===== src/rtl/rpmc_pkg.sv =====
package rpmc_pkg;

  typedef enum logic [2:0] {
    ST_IDLE    = 3'd0,
    ST_COPY    = 3'd1,
    ST_READ    = 3'd2,
    ST_RESTART = 3'd3,
    ST_WBACK   = 3'd4
  } mc_state_e;

  // A miss may be taken only when idle and it neither conflicts with the
  // parked line nor needs the buffer that is already occupied.
  function automatic logic accept_ok(input logic idle, input logic full,
                                     input logic hit, input logic dirty);
    return idle && !(full && (hit || dirty));
  endfunction

endpackage


===== src/rtl/rpmc_victim_buf.sv =====
module rpmc_victim_buf #(
  parameter int ADDR_W = 16,
  parameter int LINE_W = 128
) (
  input  logic              clk,
  input  logic              rst_n,
  input  logic              stage_we,
  input  logic [ADDR_W-1:0] stage_addr,
  input  logic [LINE_W-1:0] stage_data,
  input  logic              commit,
  input  logic              drain,
  input  logic [ADDR_W-1:0] probe_addr,
  output logic              full,
  output logic              probe_hit,
  output logic [ADDR_W-1:0] buf_addr,
  output logic [LINE_W-1:0] buf_data
);

  logic [ADDR_W-1:0] stg_addr_q;
  logic [LINE_W-1:0] stg_data_q;

  function automatic logic same_line(input logic [ADDR_W-1:0] a,
                                     input logic [ADDR_W-1:0] b);
    return a == b;
  endfunction

  always_ff @(posedge clk or negedge rst_n) begin
    if (!rst_n) begin
      stg_addr_q <= '0;
      stg_data_q <= '0;
    end else if (stage_we) begin
      stg_addr_q <= stage_addr;
      stg_data_q <= stage_data;
    end
  end

  always_ff @(posedge clk or negedge rst_n) begin
    if (!rst_n) begin
      full     <= 1'b0;
      buf_addr <= '0;
      buf_data <= '0;
    end else if (commit) begin
      full     <= 1'b1;
      buf_addr <= stg_addr_q;
      buf_data <= stg_data_q;
    end else if (drain) begin
      full     <= 1'b0;
    end
  end

  assign probe_hit = full && same_line(probe_addr, buf_addr);

endmodule


===== src/rtl/rpmc_read_port.sv =====
module rpmc_read_port #(
  parameter int ADDR_W = 16,
  parameter int LINE_W = 128
) (
  input  logic              clk,
  input  logic              rst_n,
  input  logic              capture,
  input  logic [ADDR_W-1:0] miss_addr,
  input  logic              fill_we,
  input  logic [LINE_W-1:0] rd_data,
  output logic [ADDR_W-1:0] req_addr,
  output logic [LINE_W-1:0] fill_data
);

  always_ff @(posedge clk or negedge rst_n) begin
    if (!rst_n) begin
      req_addr <= '0;
    end else if (capture) begin
      req_addr <= miss_addr;
    end
  end

  always_ff @(posedge clk or negedge rst_n) begin
    if (!rst_n) begin
      fill_data <= '0;
    end else if (fill_we) begin
      fill_data <= rd_data;
    end
  end

endmodule


===== src/rtl/rpmc_fsm.sv =====
module rpmc_fsm (
  input  logic clk,
  input  logic rst_n,
  input  logic miss_valid,
  input  logic victim_dirty,
  input  logic buf_full,
  input  logic probe_hit,
  input  logic mem_rd_ack,
  input  logic mem_wr_ack,
  output logic miss_ready,
  output logic accept,
  output logic copy_en,
  output logic rd_req,
  output logic rd_done,
  output logic restart,
  output logic wr_req,
  output logic wr_done
);
  import rpmc_pkg::*;

  mc_state_e state_q, state_d;

  assign miss_ready = accept_ok(state_q == ST_IDLE, buf_full, probe_hit, victim_dirty);
  assign accept     = miss_valid && miss_ready;
  assign copy_en    = (state_q == ST_COPY);
  assign rd_req     = (state_q == ST_READ);
  assign rd_done    = rd_req && mem_rd_ack;
  assign restart    = (state_q == ST_RESTART);
  assign wr_req     = (state_q == ST_WBACK);
  assign wr_done    = wr_req && mem_wr_ack;

  always_comb begin
    state_d = state_q;
    case (state_q)
      ST_IDLE: begin
        if (accept)        state_d = victim_dirty ? ST_COPY : ST_READ;
        else if (buf_full) state_d = ST_WBACK;
      end
      ST_COPY:    state_d = ST_READ;
      ST_READ:    if (mem_rd_ack) state_d = ST_RESTART;
      ST_RESTART: state_d = ST_IDLE;
      ST_WBACK:   if (mem_wr_ack) state_d = ST_IDLE;
      default:    state_d = ST_IDLE;
    endcase
  end

  always_ff @(posedge clk or negedge rst_n) begin
    if (!rst_n) state_q <= ST_IDLE;
    else        state_q <= state_d;
  end

endmodule


===== src/rtl/rd_prio_miss_ctrl.sv =====
module rd_prio_miss_ctrl #(
  parameter int ADDR_W     = 16,
  parameter int WORD_W     = 32,
  parameter int LINE_WORDS = 4,
  localparam int LINE_W    = WORD_W * LINE_WORDS
) (
  input  logic              clk,
  input  logic              rst_n,
  input  logic              miss_valid,
  output logic              miss_ready,
  input  logic [ADDR_W-1:0] miss_addr,
  input  logic              victim_dirty,
  input  logic [ADDR_W-1:0] victim_addr,
  input  logic [LINE_W-1:0] victim_data,
  output logic              mem_rd_req,
  output logic [ADDR_W-1:0] mem_rd_addr,
  input  logic              mem_rd_ack,
  input  logic [LINE_W-1:0] mem_rd_data,
  output logic              mem_wr_req,
  output logic [ADDR_W-1:0] mem_wr_addr,
  output logic [LINE_W-1:0] mem_wr_data,
  input  logic              mem_wr_ack,
  output logic              cpu_restart,
  output logic [LINE_W-1:0] cpu_fill_data
);

  // Named internal events, visible to the bound checker.
  logic accept_evt;
  logic stage_evt;
  logic copy_evt;
  logic rd_done_evt;
  logic wr_done_evt;
  logic buf_full;
  logic buf_hit;

  assign stage_evt = accept_evt && victim_dirty;

  rpmc_fsm u_fsm (
    .clk          (clk),
    .rst_n        (rst_n),
    .miss_valid   (miss_valid),
    .victim_dirty (victim_dirty),
    .buf_full     (buf_full),
    .probe_hit    (buf_hit),
    .mem_rd_ack   (mem_rd_ack),
    .mem_wr_ack   (mem_wr_ack),
    .miss_ready   (miss_ready),
    .accept       (accept_evt),
    .copy_en      (copy_evt),
    .rd_req       (mem_rd_req),
    .rd_done      (rd_done_evt),
    .restart      (cpu_restart),
    .wr_req       (mem_wr_req),
    .wr_done      (wr_done_evt)
  );

  rpmc_victim_buf #(.ADDR_W(ADDR_W), .LINE_W(LINE_W)) u_vbuf (
    .clk        (clk),
    .rst_n      (rst_n),
    .stage_we   (stage_evt),
    .stage_addr (victim_addr),
    .stage_data (victim_data),
    .commit     (copy_evt),
    .drain      (wr_done_evt),
    .probe_addr (miss_addr),
    .full       (buf_full),
    .probe_hit  (buf_hit),
    .buf_addr   (mem_wr_addr),
    .buf_data   (mem_wr_data)
  );

  rpmc_read_port #(.ADDR_W(ADDR_W), .LINE_W(LINE_W)) u_rport (
    .clk       (clk),
    .rst_n     (rst_n),
    .capture   (accept_evt),
    .miss_addr (miss_addr),
    .fill_we   (rd_done_evt),
    .rd_data   (mem_rd_data),
    .req_addr  (mem_rd_addr),
    .fill_data (cpu_fill_data)
  );

endmodule


===== config.mk =====
export PLATFORM = sky130hd
export DESIGN_NAME = rd_prio_miss_ctrl
export DESIGN_NICKNAME = d
export VERILOG_FILES = /design/src/rtl/rpmc_pkg.sv /design/src/rtl/rpmc_victim_buf.sv /design/src/rtl/rpmc_read_port.sv /design/src/rtl/rpmc_fsm.sv /design/src/rtl/rd_prio_miss_ctrl.sv
export SDC_FILE = /design/constraint.sdc
export NUM_CORES = 1
export LEC_CHECK = 0
export BUFFER_PORTS_ARGS = -buffer_cell sky130_fd_sc_hd__buf_4
export CAP_MARGIN = 25
export CORE_AREA = 2 2 227 229
export DETAILED_ROUTE_END_ITERATION = 6
export DIE_AREA = 0 0 229 231
export PLACE_DENSITY = 0.62
export SLEW_MARGIN = 20
export SYNTH_ARGS = -nofsm -noshare
export SYNTH_HDL_FRONTEND = slang
export SYNTH_HIERARCHICAL = 1
export SYNTH_SLANG_ARGS = --single-unit

===== constraint.sdc =====
create_clock -name clk -period 5.39 [get_ports clk]
set_input_delay 1.617 -clock clk [delete_from_list [all_inputs] [get_ports clk]]
set_output_delay 1.617 -clock clk [all_outputs]
set_load 0.02 [all_outputs]

==> metrics.log <==
[metrics] run status: complete, no violations
[metrics] Port Buffer Count: 585
[metrics] launching point of the worst reg2reg path: u_vbuf/buf_addr[4]
[metrics] adder-cell share of the synthesized area: 0%
[metrics] buffers plus inverters on the worst setup path: 2
[metrics] power per cell area: 658 nW/um2
[metrics] Crit path required time: 3.77 ns
[metrics] Post-Synth Simple-Gate Area: 0.877%
[metrics] Routed WL per cell: 19.1 um
[metrics] final clock period utilization by the worst path: 89.6%
[metrics] min-delay worst type: flop to flop
[metrics] number of instances in the synthesized netlist: 962
[metrics] Overflow after GRT: 0
[metrics] placed instance count: 2191
[metrics] Worst setup EP type: output pin
[metrics] global-route wire length before repair: 66.1 mm
[metrics] Clock Tree Buf Depth: 3
[metrics] xor/xnor cell area share of the yosys netlist: 0.847%
[metrics] most area-consuming cells after synthesis: sky130_fd_sc_hd__dfrtp_1, sky130_fd_sc_hd__mux2_2, sky130_fd_sc_hd__buf_6
[metrics] clock insertion delay at the later pin of the skew report: 0.56 ns
[metrics] largest fanout on the critical path: 3
[metrics] final weighted congestion of routability-driven global placement: 0.844
[metrics] worst r2r dst: u_vbuf/stg_data_q[52]
[metrics] CTS Hold Bufs: 0
[metrics] Top delay family on crit path: simple AND/OR/NAND/NOR gates
[metrics] Post-Synthesis Cell Area: 16500 um2
[metrics] largest family of logic cells by synthesized area: multiplexers
[metrics] sequential share of the synthesized area: 65.9%
[metrics] standard cell core area: 50700 um2
[metrics] top cell types by occurrence after synthesis: sky130_fd_sc_hd__dfrtp_1, sky130_fd_sc_hd__mux2_2, sky130_fd_sc_hd__buf_2, sky130_fd_sc_hd__buf_6, sky130_fd_sc_hd__xnor2_1
[metrics] Setup violations, final: 0
[metrics] number of levels the H-tree was split into: 2
[metrics] most frequent cell after synthesis: sky130_fd_sc_hd__dfrtp_1
[metrics] Overall Global Routing Usage: 16.2%
[metrics] cell type with the highest occurrence count on the critical path: sky130_fd_sc_hd__buf_4
[metrics] setup repair after global routing missed its margin: no
[metrics] power after layout: 15.2 mW
[metrics] clock group share of total power: 21.0%
[metrics] area enclosed by the die boundary: 52900 um2
[metrics] maximum number of pins on one net before global-route repair: 145
[metrics] multiplexer fraction of the synthesized cell area: 29.4%
[metrics] synthesized net count: 1256
[metrics] post-DP HPWL: 31.7 mm
[metrics] total iterations of the first detailed-routing run: 4
[metrics] leakage power figure: 10.7 nW
[metrics] Post-synth EDFFs: 0
[metrics] CTS Buf Count: 48
[metrics] share of total power in combinational logic: 40.6%
[metrics] number of storage elements in the synthesis netlist: 436
[metrics] Synth Area in Compound Gates: 0.257%
[metrics] critical-path cell list: buf_4 -> xor2_1 -> nor4_1 -> nand4_1 -> nor4_2 -> o21ai_0 -> and3b_1 -> buf_4
[metrics] DRC marker count from the first detailed-route iteration: 330
[metrics] element type at the critical path start: input pin
[metrics] switching share of total power: 34.1%
[metrics] Detailed Route WL: 43.6 mm
[metrics] share of the synthesized area in the top cell type: 65.9%
[metrics] async set-or-reset flop fraction in the synthesized netlist: 100%
[metrics] Post-layout nets: 1855
[metrics] number of max-slew violations in the final report: 0
[metrics] IR Drop Worst-Case VDD: 297 uV
[metrics] residual antenna-violating net count after detailed routing: 0
[metrics] vias in the first global route: 10900
[metrics] internal power consumption: 10.0 mW
[metrics] count of pins on the block boundary: 586
[metrics] non-filler cells in the finished layout: 2276
[metrics] number of failing hold endpoints at the final stage: 0
[metrics] root buffer cell: sky130_fd_sc_hd__clkbuf_16
[metrics] final setup skew: 0.0110 ns
[metrics] standard cell with the maximum stage delay on the critical path: sky130_fd_sc_hd__nor4_2
[metrics] sequential share of power: 38.4%
[metrics] relative slew slack: 35.5%
[metrics] data arrival time of the critical path: 3.21 ns
[metrics] horizontal die dimension: 229 um
[metrics] fraction of final layout cells with drive strength greater than 1: 69.4%
[metrics] antenna fix cells: 0
[metrics] DR DRC count: 0
[metrics] Fmax: 207 MHz
[metrics] worst hold margin: 0.495 ns
[metrics] number of cells on the worst reg-to-reg path: 9
[metrics] classification of the worst setup path: input pin to output pin
[metrics] vias: 10200
[metrics] Hold EP: u_vbuf/buf_data[34]
[metrics] most instantiated flip-flop cell in the synthesis netlist: sky130_fd_sc_hd__dfrtp_1
[metrics] detailed-route vias per instance: 4.48
[metrics] antenna violations before repair: 0
[metrics] min-delay src: u_vbuf/stg_data_q[34]
[metrics] minimum period implied by the final worst setup slack: 4.83 ns
[metrics] floorplan die height: 231 um
[metrics] Worst path max stage delay: 0.30 ns
[metrics] initial cell density of the core: 32.7%
[metrics] post-route setup TNS: 0 ns
[metrics] number of max-cap violations: 0
[metrics] count of standard-cell rows: 83
[metrics] number of clock sinks: 436
[metrics] CTS tree: built
[metrics] setup slack of the most critical reg-to-reg path: 2.26 ns
[metrics] instance count along the most critical hold path: 1
[metrics] total of warnings raised by yosys: 6
[metrics] number of gates given a new drive strength after cts: 0
[metrics] count of cell types in the netlist: 27
[metrics] fill cell count: 4617
[metrics] clock-pin slew of the registers on the worst-case setup and hold paths: 0.06 ns
[metrics] mean instance size in the synthesized netlist: 17.2 um2
[metrics] synthesis-to-finish area growth: 39.6%
[metrics] Worst-Margin Slew: 0.968 ns
[metrics] leading area contributor after synthesis: sky130_fd_sc_hd__dfrtp_1
[metrics] Switching Power: 5.17 mW
[metrics] post-CTS setup buffer count: 0
==> flip-flops by register name (all words and copies together) (netlist names) <==
register / count
u_vbuf/stg_data_q: 128
u_vbuf/full: 1
u_fsm/state_q: 3
u_vbuf/stg_addr_q: 16
u_vbuf/buf_data: 128
u_rport/fill_data: 128
u_vbuf/buf_addr: 16
u_rport/req_addr: 16
==> final cells by class <==
cell class / count / area, um2 / share of cell area, %
inverter: 2 / 7.51 / 0.0325
sequential: 436 / 10900 / 47.2
clock inverter: 9 / 85.1 / 0.368
clock buffer: 76 / 1470 / 6.35
timing repair buffer: 598 / 4570 / 19.8
tap: 680 / 851 / 3.68
multi-input combinational: 475 / 5200 / 22.5
==> cell usage in the layout, fill, tap and decap left out, types with 4 or more instances in the layout <==
master,n
sky130_fd_sc_hd__buf_12,6
sky130_fd_sc_hd__buf_4,591
sky130_fd_sc_hd__clkbuf_1,13
sky130_fd_sc_hd__clkbuf_8,14
sky130_fd_sc_hd__clkbuf_16,49
sky130_fd_sc_hd__mux2_2,432
sky130_fd_sc_hd__xor2_1,4
sky130_fd_sc_hd__dfrtp_1,436
sky130_fd_sc_hd__clkinv_2,4
sky130_fd_sc_hd__xnor2_1,12
==> per-stage QoR <==
step                worst slack, ns  instance area, um2  utilization [%]
floorplan                      1.03               16500                -
global placement              0.521               21500             42.5
detailed placement            0.547               21500             42.5
CTS                           0.515               23100             45.6
global route                  0.426               23100             45.6
finish                        0.561               23100             45.6
==> cells by family after synthesis <==
group | after synthesis
xor gates and xnor gates | 16
AOI/OAI and AO/OA | 6
buffers and inverters | 51
and+or+nand+nor | 21
DFF | 436
muxes | 432
==> layer usage <==
metal	GRT usage (%)	wire length (um)
met1	17.8	16200
met2	28.9	22600
met3	5.31	3320
met4	6.03	1450
met5	0	0
==> how the worst max path moves through the flow <==
stage | startpoint | end | slack (ns) | cells after the start
after floorplan | miss_addr[14] | miss_ready | 1.03 | 6
after global placement | miss_addr[0] | miss_ready | 0.52 | 7
after detailed placement | miss_addr[1] | miss_ready | 0.55 | 7
after CTS | miss_addr[0] | miss_ready | 0.51 | 7
after global routing | miss_addr[14] | miss_ready | 0.43 | 8
final | miss_addr[14] | miss_ready | 0.56 | 8
==> power groups by stage <==
| stage | combinational, mW | sequential [mW] | clock [mW] |
|---|---|---|---|
| 5_1_grt | 6.52 | 6.06 | 3.44 |
| 2_1_floorplan | 2.38 | 7.05 | 0 |
| 6_report | 6.16 | 5.84 | 3.19 |
| 4_1_cts | 6.27 | 5.86 | 3.30 |
| 3_3_place_gp | 6.16 | 5.82 | 0 |
| 3_5_place_dp | 6.26 | 5.91 | 0 |
(Power assumes the default switching activity.)
